**src/rtl/rsx_pkg.sv**
```systemverilog
package rsx_pkg;
  typedef enum logic [1:0] {
    ST_IDLE  = 2'd0,
    ST_HOLD  = 2'd1,
    ST_FETCH = 2'd2,
    ST_START = 2'd3
  } rsx_state_e;
endpackage

```
**src/rtl/rsx_sync.sv**
```systemverilog
module rsx_sync #(
  parameter int STAGES = 2
) (
  input  logic clk,
  input  logic rst,
  input  logic d,
  output logic q
);
  logic [STAGES-1:0] chain;

  generate
    if (STAGES == 1) begin : g_one
      always_ff @(posedge clk) begin
        if (rst) chain <= '0;
        else     chain <= d;
      end
    end else begin : g_many
      always_ff @(posedge clk) begin
        if (rst) chain <= '0;
        else     chain <= {chain[STAGES-2:0], d};
      end
    end
  endgenerate

  assign q = chain[STAGES-1];
endmodule

```
**src/rtl/rsx_width_qual.sv**
```systemverilog
module rsx_width_qual #(
  parameter int MIN_LOW = 20
) (
  input  logic clk,
  input  logic rst,
  input  logic pin_s,
  output logic qualified
);
  localparam int CW = $clog2(MIN_LOW);
  localparam logic [CW-1:0] SAT = CW'(MIN_LOW - 1);

  logic [CW-1:0] low_cnt;

  always_ff @(posedge clk) begin
    if (rst || pin_s)        low_cnt <= '0;
    else if (low_cnt != SAT) low_cnt <= low_cnt + 1'b1;
  end

  assign qualified = !pin_s && (low_cnt == SAT);

  AST_CNT_CLEARS: assert property (@(posedge clk) disable iff (rst)
    pin_s |=> (low_cnt == '0));
  AST_CNT_BOUND: assert property (@(posedge clk) disable iff (rst)
    low_cnt <= SAT);
endmodule

```
**src/rtl/rsx_vec_fetch.sv**
```systemverilog
module rsx_vec_fetch #(
  parameter int ADDR_W    = 24,
  parameter int DATA_W    = 8,
  parameter int VEC_BYTES = 4,
  parameter int VEC_BASE  = 0
) (
  input  logic              clk,
  input  logic              rst,
  input  logic              en,
  input  logic              rd_valid,
  input  logic [DATA_W-1:0] rd_data,
  output logic              rd_req,
  output logic [ADDR_W-1:0] rd_addr,
  output logic              done,
  output logic [ADDR_W-1:0] vec_word
);
  localparam int IW = $clog2(VEC_BYTES);
  localparam int SW = ADDR_W - DATA_W;
  localparam logic [IW-1:0] LAST = IW'(VEC_BYTES - 1);

  logic [IW-1:0] idx;
  logic [SW-1:0] shreg;

  always_ff @(posedge clk) begin
    if (rst || !en)    idx <= '0;
    else if (rd_valid) idx <= idx + 1'b1;
  end

  always_ff @(posedge clk) begin
    if (rst)                 shreg <= '0;
    else if (en && rd_valid) shreg <= vec_word[SW-1:0];
  end

  assign vec_word = {shreg, rd_data};
  assign rd_req   = en;
  assign rd_addr  = ADDR_W'(VEC_BASE) + ADDR_W'(idx);
  assign done     = en && rd_valid && (idx == LAST);

  AST_ADDR_HOLD: assert property (@(posedge clk) disable iff (rst)
    (rd_req && !rd_valid) |=> (!rd_req || $stable(rd_addr)));
endmodule

```
**src/rtl/rsx_reset_seq.sv**
```systemverilog
module rsx_reset_seq #(
  parameter int ADDR_W      = 24,
  parameter int DATA_W      = 8,
  parameter int VEC_BYTES   = 4,
  parameter int VEC_BASE    = 0,
  parameter int MIN_LOW     = 20,
  parameter int SYNC_STAGES = 2
) (
  input  logic              clk,
  input  logic              rst,
  input  logic              res_n_pin,
  input  logic              wdt_ovf,
  output logic              rd_req,
  output logic [ADDR_W-1:0] rd_addr,
  input  logic [DATA_W-1:0] rd_data,
  input  logic              rd_valid,
  output logic              sys_rst,
  output logic              imask_set,
  output logic              start_exec,
  output logic [ADDR_W-1:0] start_pc
);
  import rsx_pkg::*;

  rsx_state_e        state, state_nxt;
  logic              pin_s, qualified, fetch_done, kill;
  logic [ADDR_W-1:0] vec_word;

  rsx_sync #(.STAGES(SYNC_STAGES)) u_sync (
    .clk(clk), .rst(rst), .d(res_n_pin), .q(pin_s)
  );

  rsx_width_qual #(.MIN_LOW(MIN_LOW)) u_qual (
    .clk(clk), .rst(rst), .pin_s(pin_s), .qualified(qualified)
  );

  rsx_vec_fetch #(
    .ADDR_W(ADDR_W), .DATA_W(DATA_W), .VEC_BYTES(VEC_BYTES), .VEC_BASE(VEC_BASE)
  ) u_fetch (
    .clk(clk), .rst(rst), .en(state == ST_FETCH),
    .rd_valid(rd_valid), .rd_data(rd_data),
    .rd_req(rd_req), .rd_addr(rd_addr),
    .done(fetch_done), .vec_word(vec_word)
  );

  assign kill = qualified || wdt_ovf;

  always_comb begin
    state_nxt = state;
    case (state)
      ST_HOLD:  if (pin_s) state_nxt = ST_FETCH;
      ST_FETCH: if (fetch_done) state_nxt = ST_START;
      ST_START: state_nxt = ST_IDLE;
      default:  state_nxt = ST_IDLE;
    endcase
    if (kill) state_nxt = ST_HOLD;
  end

  always_ff @(posedge clk) begin
    if (rst) state <= ST_HOLD;
    else     state <= state_nxt;
  end

  always_ff @(posedge clk) begin
    if (rst)                                        start_pc <= '0;
    else if (state == ST_FETCH && fetch_done && !kill) start_pc <= vec_word;
  end

  assign sys_rst    = (state == ST_HOLD) || (state == ST_FETCH);
  assign imask_set  = (state != ST_IDLE);
  assign start_exec = (state == ST_START);

  AST_QUAL_HOLDS: assert property (@(posedge clk) disable iff (rst)
    qualified |=> (sys_rst && !rd_req));
  AST_WDT_HOLDS: assert property (@(posedge clk) disable iff (rst)
    wdt_ovf |=> (sys_rst && !rd_req));
  AST_START_PULSE: assert property (@(posedge clk) disable iff (rst)
    start_exec |=> !start_exec);
  AST_START_AFTER_BYTE: assert property (@(posedge clk) disable iff (rst)
    $rose(start_exec) |-> ($past(rd_valid) && $past(rd_req)));
  AST_IDLE_QUIET: assert property (@(posedge clk) disable iff (rst)
    !imask_set |-> (!rd_req && !sys_rst && !start_exec));
endmodule

```
**config.mk**
```make
export PLATFORM = sky130hd
export DESIGN_NAME = rsx_reset_seq
export DESIGN_NICKNAME = d
export VERILOG_FILES = /design/src/rtl/rsx_pkg.sv /design/src/rtl/rsx_sync.sv /design/src/rtl/rsx_width_qual.sv /design/src/rtl/rsx_vec_fetch.sv /design/src/rtl/rsx_reset_seq.sv
export SDC_FILE = /design/constraint.sdc
export NUM_CORES = 1
export LEC_CHECK = 0
export ABC_AREA = 1
export BUFFER_PORTS_ARGS = -buffer_cell sky130_fd_sc_hd__buf_2
export CAP_MARGIN = 20
export CORE_MARGIN = 3
export CORE_UTILIZATION = 40
export DETAILED_ROUTE_END_ITERATION = 10
export SLEW_MARGIN = 30
export SYNTH_ARGS = -nofsm -noshare
export SYNTH_HDL_FRONTEND = slang
export SYNTH_HIERARCHICAL = 1
export SYNTH_SLANG_ARGS = --single-unit
```
**constraint.sdc**
```tcl
create_clock -name clk -period 2.2 [get_ports clk]
set_clock_uncertainty 0.15 [all_clocks]
set_input_delay 0.44 -clock clk [delete_from_list [all_inputs] [get_ports clk]]
set_output_delay 0.44 -clock clk [all_outputs]
set_load 0.02 [all_outputs]
```
[Word level (Yosys, flattened, before mapping)]
Cells that the tools add are included.
Word-level totals
  flip-flop bits (word level): 51
  input port bits: 13
Operators by class
  $add $sub $neg: 2
  eq/ne operators: 8
  muxes and demuxes: 3
  reduce and logical (&&, ||, !) cells: 15
Operators with widths (count)
  $eq A2 B2 Y1 const B: 3
  $add A5 B1 Y5 const B: 1
  $eq A5 B5 Y1 const B: 1
  $logic_and A1 B1 Y1: 5
  $ne A5 B5 Y1 const B: 1
  $logic_or A1 B1 Y1: 4
  $mux W2: 2
  $pmux W2 S2: 1
  $logic_not A1 Y1: 3
  $add A2 B1 Y2 const B: 1
  $eq A2 B1 Y1 const B: 1
  $ne A2 B1 Y1 const B: 1
  $ne A2 B2 Y1 const B: 1
  $reduce_and A2 Y1: 1
  $reduce_bool A2 Y1: 1
  $reduce_or A2 Y1: 1

[Longest topological paths before layout]
Gate-level depths: netlist of the first run.
  depth after elaboration: 5
  mapped depth: 11

[Hierarchy]
Netlist of the first run, hierarchy kept.
Modules (own cells, without submodules)
  rsx_reset_seq: instances 1, cells an instance 184, area an instance 1377.6 sq um, sequential area each 520.5 sq um
  rsx_vec_fetch: instances 1, cells an instance 148, area an instance 996.0 sq um, sequential area each 360.3 sq um
  rsx_width_qual: instances 1, cells an instance 40, area an instance 271.5 sq um, sequential area each 100.1 sq um
  rsx_sync: instances 1, cells an instance 6, area an instance 55.1 sq um, sequential area each 40.0 sq um

[Worst setup path after synthesis of the first run]
No wires, ideal clock.
  kind: register to register
  start: register state[0]
  end: register start_pc[0]
  library setup time: 0.113 ns
  arrival: 1.605 ns
  data required time: 1.937 ns
  slack: 0.332 ns
  cell stages (with the launch flop): 12
  path buffers: 3
  clock period less this slack: 1.868 ns
  cells stage by stage: dfxtp_1 -> inv_1 -> ha_1 -> nand2_2 -> buf_2 -> nor2_1 -> nand2_1 -> inv_2 -> buf_4 -> buf_8 -> a21oi_2 -> nor2_1
Between the ends
  word-level cells in the longest chain between the ends: 5
RTL lines
  start: declaration: RTL line rsx_reset_seq.sv:24  | rsx_state_e state, state_nxt;
  start signal: assignment: RTL line rsx_reset_seq.sv:60  | else state <= state_nxt;
  $eq A2 B2 Y1: RTL line rsx_reset_seq.sv:39  | .clk(clk), .rst(rst), .en(state == ST_FETCH),
  $logic_and A1 B1 Y1 (2 in series): RTL line rsx_vec_fetch.sv:37  | assign done = en && rd_valid && (idx == LAST);
  net fetch_done: RTL line rsx_reset_seq.sv:25  | logic pin_s, qualified, fetch_done, kill;
  $logic_and A1 B1 Y1 (2 in series): RTL line rsx_reset_seq.sv:65  | else if (state == ST_FETCH && fetch_done && !kill) start_pc <= vec_word;
  end signal: assignment: RTL line rsx_reset_seq.sv:65
  end: declaration: RTL line rsx_reset_seq.sv:20  | output logic [ADDR_W-1:0] start_pc
The timed path passes the listed nets, and every way through them passes these cells.
A chain may end at the register's enable or synchronous reset.

[Worst setup path after layout of the first run]
  start: register state[0]
  end: register start_pc[19]
Same word-level chain as after synthesis.

==> metrics.md, run 1 <==
| Metric | Value |
|---|---|
| Most frequent cell after synthesis | `nand2_1` |
| PnR worst setup slack | `0.3166 ns` |
| Post-synthesis cell count | `378` |
| Avg WL per Cell | `9.911 um` |
| Critical path's largest stage delay | `0.35 ns` |
| CTS tree | `done` |
| Yosys reg bits | `51` |
| Post-synthesis sequential area ratio | `37.81%` |
| LEAKAGE | `1.464 nW` |
| CTS Buf Count | `5` |
| Post-CTS Setup Bufs | `0` |
| Pre-CTS WS | `0.3220 ns` |
| Hold Crit Class | `primary input to register` |
| H-Tree Depth | `2` |
| GR Overflow Total | `0` |
| Vias in the first global route | `1875` |
| Ant diodes | `0` |
| Worst Tran Pin Value | `0.4944 ns` |
| Slowest-stage cell, CP | `dfxtp_1` |
| Layout cells sized above 1 | `20.64%` |
| Final Hold Fails | `0` |
| Cell taking the most area after synthesis | `dfxtp_1` |
| Startpoint Class | `register` |
| Die area | `0.007772 mm2` |
| Outcome | `finished clean` |
| Worst skew pair latency | `0.30 ns` |
| Cts repair resizes | `0` |
| Fillers | `671` |
| CP arrival | `1.95 ns` |
| CP delay by family, top | `buffers and inverters` |
| Drt via density | `4.343` |
| Synth Cell Area | `0.002700 mm2` |
| First-pass GRT wire length | `8079 um` |
| RSZ-0062 raised after global routing | `false` |
| Count of final max-slew check failures | `0` |
| Hold slack final | `0.1851 ns` |
| Final min period | `1.883 ns` |
| Synth top area share | `37.81%` |
| Commonest cells post-synth | `nand2_1 (73), nor2_1 (68), inv_1 (59)` |
| Fin util | `44.89%` |
| Worst path bufs/invs | `3` |
| Fin crit share | `85.61%` |
| VDD IR max | `0.2436 mV` |
| Post-synth top flop | `dfxtp_1` |
| Worst-path fanout max | `12` |
| Routability cong. | `0.7498` |
| Dpl hpwl | `3431 um` |
| Standard-cell row count | `29` |
| DR iter-0 viols | `76` |
| Setup TNS | `0 ns` |
| Routed WL | `4797 um` |
| Root buffer cell | `clkbuf_8` |
| Final net count | `426` |
| Synth area leaders | `dfxtp_1 (38%), nand2_1 (10%), nor2_1 (9.5%)` |
| Top-level I/O count | `65` |
| Ys Warns | `6` |
| Max-cap violations | `0` |
| CP Cell Sequence | `inv_1, ha_1, nand2_2, nor2_1, nand2_1, inv_2, buf_4, nand3_1, nand2_1, nor2_1` |
| Initial antenna violation count | `0` |
| DR pass1 iterations | `4` |
| Core box area | `0.006459 mm2` |
| Cell Pwr Density | `640.3 mW/mm2` |
| Chip width | `88.16 um` |
| Critical path class | `register to register` |
| F_max | `0.5309 GHz` |
| P&R area growth vs syn | `7.368%` |
| CTS sink count | `51` |
| Routed Antenna Nets | `0` |
| DRC viols | `0` |
| Clk buf depth | `2` |
| Final setup violation count | `0` |
| Number of buffers added on ports | `42` |
| Via Count | `2102` |
| Largest net degree at the start of global routing | `49` |
| Worst EP required | `2.26 ns` |
| Synth async-reset ratio | `0%` |
| Unique masters post-synth | `23` |
| Post-synth EDFFs | `0` |
| # hold bufs at CTS | `0` |
| Chip height | `88.16 um` |
| Worst Setup End Kind | `register` |
| All-Layer GR Usage | `13.08%` |
| Syn Area/Cell | `7.143 um2` |
| Clock transition at path regs | `0.09 ns` |
| Worst slew margin | `66.83%` |
| Starting Density | `41.81%` |
[per-layer routing]
| metal | GRT usage (%) | up-vias | part of all wire [%] |
|---|---|---|---|
| li1 | - | 1136 | - |
| met1 | 14.94 | 912 | 45 |
| met2 | 22.37 | 48 | 46 |
| met3 | 5.174 | 6 | 7.2 |
| met4 | 4.121 | 0 | 1.5 |
| met5 | 0 | - | 0 |
[sequential cells by signal, indices dropped and copies added (netlist names)]
register	count
u_fetch/idx	2
u_fetch/shreg	16
u_sync/chain	2
u_qual/low_cnt	5
start_pc	24
state	2
[area by class of cell]
class / count / area [um2] / share of cell area [%]
timing repair buffer: 47 / 272.8 / 9.409
sequential: 51 / 1021 / 35.22
tap: 77 / 96.34 / 3.323
clock buffer: 6 / 72.57 / 2.503
inverter: 61 / 229.0 / 7.898
multi-input combinational: 240 / 1147 / 39.58
clock inverter: 2 / 60.06 / 2.072
[report_power, final]
| group | internal, W | switching, W |
|---|---|---|
| combinational | 0.0000396 | 0.000111 |
| sequential | 0.000932 | 0.00000915 |
| clock | 0.000455 | 0.000309 |
| total | 0.00143 | 0.000430 |
[worst min-delay path, delay by kind of cell]
family	cells	cell delay (ns)
and+or+nand+nor	1	0.03
buffers and inverters	2	0.14
[logic make-up (layout without fill, tap and decap cells)]
group | count (synthesis) | in the layout | synth area share (%)
other | 1 | 22 | 0.1389
AOI/OAI and AO/OA | 30 | 30 | 8.619
and+or+nand+nor | 181 | 181 | 27.57
adders and majority gates | 7 | 7 | 3.244
DFF | 51 | 51 | 37.81
buffers and inverters | 108 | 116 | 22.61
[stage by stage]
stage               total power, W  area (um2)  instances
finish                    0.001856        2899        484
global route              0.001948        2899        484
CTS                       0.001882        2899        484
detailed placement        0.001115        2766        476
global placement          0.001114        2766        476
floorplan                 0.001126        2779        399
[final timing paths]
path	from	endpoint	slack, ns	depth (start not counted)
max reg2reg	state[0]	start_pc[19]	0.32	10
max	state[0]	start_pc[19]	0.32	10
min	res_n_pin	u_sync/chain[0]	0.19	3
min reg2reg	u_sync/chain[0]	u_sync/chain[1]	0.26	2
[cells in the final DEF, fill, tap and decap left out]
cell type / count
nand4_1: 1
buf_4: 3
a21oi_1: 7
inv_1: 59
nand2_2: 4
nor2_4: 1
inv_2: 1
nor2_2: 2
nor2_1: 68
clkbuf_1: 1
nand2_1: 73
clkbuf_8: 5
buf_2: 42
bufinv_16: 2
o21ai_0: 1
conb_1: 22
dfxtp_1: 51
a21oi_2: 22
ha_1: 7
nand3_1: 31
buf_12: 2
clkinv_1: 1
nor3_1: 1
Power figures use the tool's default switching activity.
==> inputs of run 2 (changes only) <==
--- a/config.mk
+++ b/config.mk
@@ -6,11 +6,11 @@
 export NUM_CORES = 1
 export LEC_CHECK = 0
 export ABC_AREA = 1
-export BUFFER_PORTS_ARGS = -buffer_cell sky130_fd_sc_hd__buf_2
 export CAP_MARGIN = 20
 export CORE_MARGIN = 3
 export CORE_UTILIZATION = 40
 export DETAILED_ROUTE_END_ITERATION = 10
+export DONT_BUFFER_PORTS = 1
 export SLEW_MARGIN = 30
 export SYNTH_ARGS = -nofsm -noshare
 export SYNTH_HDL_FRONTEND = slang
==> run 2 against run 1 <==
Cell count is 7.9% lower. Largest cell class unchanged. Clock power is 16% lower. Via count is 4.8% lower. First-iteration DRC count is 2.6% higher. Maximum frequency is 0.63% lower. Critical path depth is 1 lower. Clock-buffer cell count is 1 lower.
==> metrics.md, run 2 (same netlist as run 1, synthesis figures left out) <==
| Metric | Value |
|---|---|
| Standard-cell row count | `29` |
| Largest register FFs | `24` |
| CTS sink count | `51` |
| LEAKAGE | `1.264 nW` |
| Layout cells sized above 1 | `12.74%` |
| CTS Buf Count | `5` |
| Hold Crit Class | `primary input to register` |
| Worst Setup End Kind | `register` |
| Via Count | `2002` |
| Worst EP required | `2.26 ns` |
| Count of final max-slew check failures | `0` |
| RSZ-0062 raised after global routing | `false` |
| Dpl hpwl | `3350 um` |
| Outcome | `finished clean` |
| Cell Pwr Density | `636.5 mW/mm2` |
| Final Hold Fails | `0` |
| DRC viols | `0` |
| Ant diodes | `0` |
| Fin crit share | `86.15%` |
| Met3 Wirelength | `436 um` |
| DR pass1 iterations | `4` |
| First-pass GRT wire length | `7907 um` |
| Routability cong. | `0.7526` |
| Worst Tran Pin Value | `0.7271 ns` |
| Worst slew margin | `51.47%` |
| Critical path class | `register to register` |
| All-Layer GR Usage | `12.80%` |
| Top Registers | `start_pc x24, u_fetch/shreg x16, u_qual/low_cnt x5` |
| Worst skew pair latency | `0.30 ns` |
| Top Layer Used | `met4` |
| Max-cap violations | `0` |
| VDD IR max | `0.2754 mV` |
| F_max | `0.5276 GHz` |
| Switch Pwr | `0.0004174 W` |
| Clock share of power | `37.1%` |
| Die area | `0.007772 mm2` |
| Initial antenna violation count | `0` |
| PnR worst setup slack | `0.3046 ns` |
| Startpoint Class | `register` |
| Sequential power share | `54.8%` |
| Vias in the first global route | `1809` |
| Setup TNS | `0 ns` |
| Placed insts | `434` |
| Sw Share | `24.29%` |
| Starting Density | `41.81%` |
| Power share of the combinational group | `8.1%` |
| M1 WL | `2090 um` |
| Fin cells | `446` |
| Worst-path fanout max | `11` |
| Reg with most FFs | `start_pc` |
| Avg WL per Cell | `10.61 um` |
| Largest net degree at the start of global routing | `49` |
| Fillers | `674` |
| Most common cell after layout, fill and taps aside | `nand2_1` |
| Top-level I/O count | `65` |
| Chip width | `88.16 um` |
| Clock transition at path regs | `0.09 ns` |
| Internal | `0.001301 W` |
| Chip height | `88.16 um` |
| H-Tree Depth | `2` |
| Drt via density | `4.489` |
| Core box area | `0.006459 mm2` |
| Root buffer cell | `clkbuf_8` |
| Pre-CTS WS | `0.1788 ns` |
| Commonest cells after routing, fill and taps aside | `nand2_1 (73), nor2_1 (68), inv_1 (59)` |
| Clk buf depth | `2` |
| Met2 WL | `2148 um` |
| Final min period | `1.895 ns` |
| Number of buffers added on ports | `0` |
| Routed Antenna Nets | `0` |
| DR iter-0 viols | `78` |
| Final setup violation count | `0` |
| Routed WL | `4731 um` |
| CP arrival | `1.95 ns` |
| GR Overflow Total | `0` |
| CTS tree | `done` |
| Final net count | `389` |
| P&R area growth vs syn | `0%` |
==> run 2: cell type report <==
| class | count | area, um2 | share of cell area, % |
|---|---|---|---|
| clock buffers | 5 | 68.82 | 2.549 |
| clock inverters | 2 | 37.54 | 1.390 |
| repair buffers | 10 | 100.1 | 3.707 |
| well taps | 77 | 96.34 | 3.568 |
| inverters | 61 | 229.0 | 8.480 |
| flip-flops and latches | 51 | 1021 | 37.81 |
| multi-input cells | 240 | 1147 | 42.49 |
==> run 2: final timing paths <==
| check | to | startpoint | slack, ns | cells after the start |
|---|---|---|---|---|
| worst min-delay path | u_sync/chain[0] | rst | 0.05 | 1 |
| worst max-delay path | start_pc[10] | u_qual/low_cnt[0] | 0.30 | 9 |
| worst max register to register | start_pc[10] | u_qual/low_cnt[0] | 0.30 | 9 |
| worst min register to register | u_sync/chain[1] | u_sync/chain[0] | 0.26 | 2 |
==> run 2: what timing repair did <==
action | CTS | global route
setup endpoints to repair | 0 | 3
buffers inserted | 0 | 5
hold buffers | 0 | 0
resized for setup | 0 | 0
hold endpoints to repair | 0 | 0
==> run 2: critical path, cell delays in order (launching register included) <==
cell and delay (ns):
dfxtp_1 0.38, ha_1 0.22, inv_1 0.08, nor2_2 0.13
nand2_2 0.07, nor2_1 0.23, nor2_4 0.12, buf_4 0.20
a21oi_1 0.15, nor2_1 0.06
==> run 2: layer usage <==
metal / up-vias / GRT usage, %
met5: - / 0
met1: 878 / 15.43
met4: 0 / 4.945
met3: 7 / 5.362
met2: 52 / 20.26
li1: 1065 / -
==> run 2: power by group through the flow <==
| stage | Combinational (W) | Sequential [W] | Clock, W |
|---|---|---|---|
| floorplan | 0.000165 | 0.000961 | 0 |
| global placement | 0.000132 | 0.000963 | 0 |
| detailed placement | 0.000133 | 0.000963 | 0 |
| CTS | 0.000133 | 0.000942 | 0.000664 |
| global route | 0.000158 | 0.000944 | 0.000714 |
| finish | 0.000139 | 0.000942 | 0.000638 |
==> run 2: metrics by stage <==
stage / instance area (um2) / hold slack, ns / util (%) / power (W)
6_report: 2700 / 0.04820 / 41.81 / 0.001719
5_1_grt: 2700 / 0.03331 / 41.81 / 0.001815
4_1_cts: 2663 / 0.03492 / 41.22 / 0.001738
3_5_place_dp: 2556 / 0.2490 / 39.58 / 0.001096
3_3_place_gp: 2556 / 0.2392 / 39.58 / 0.001094
2_1_floorplan: 2779 / 0.2383 / - / 0.001126
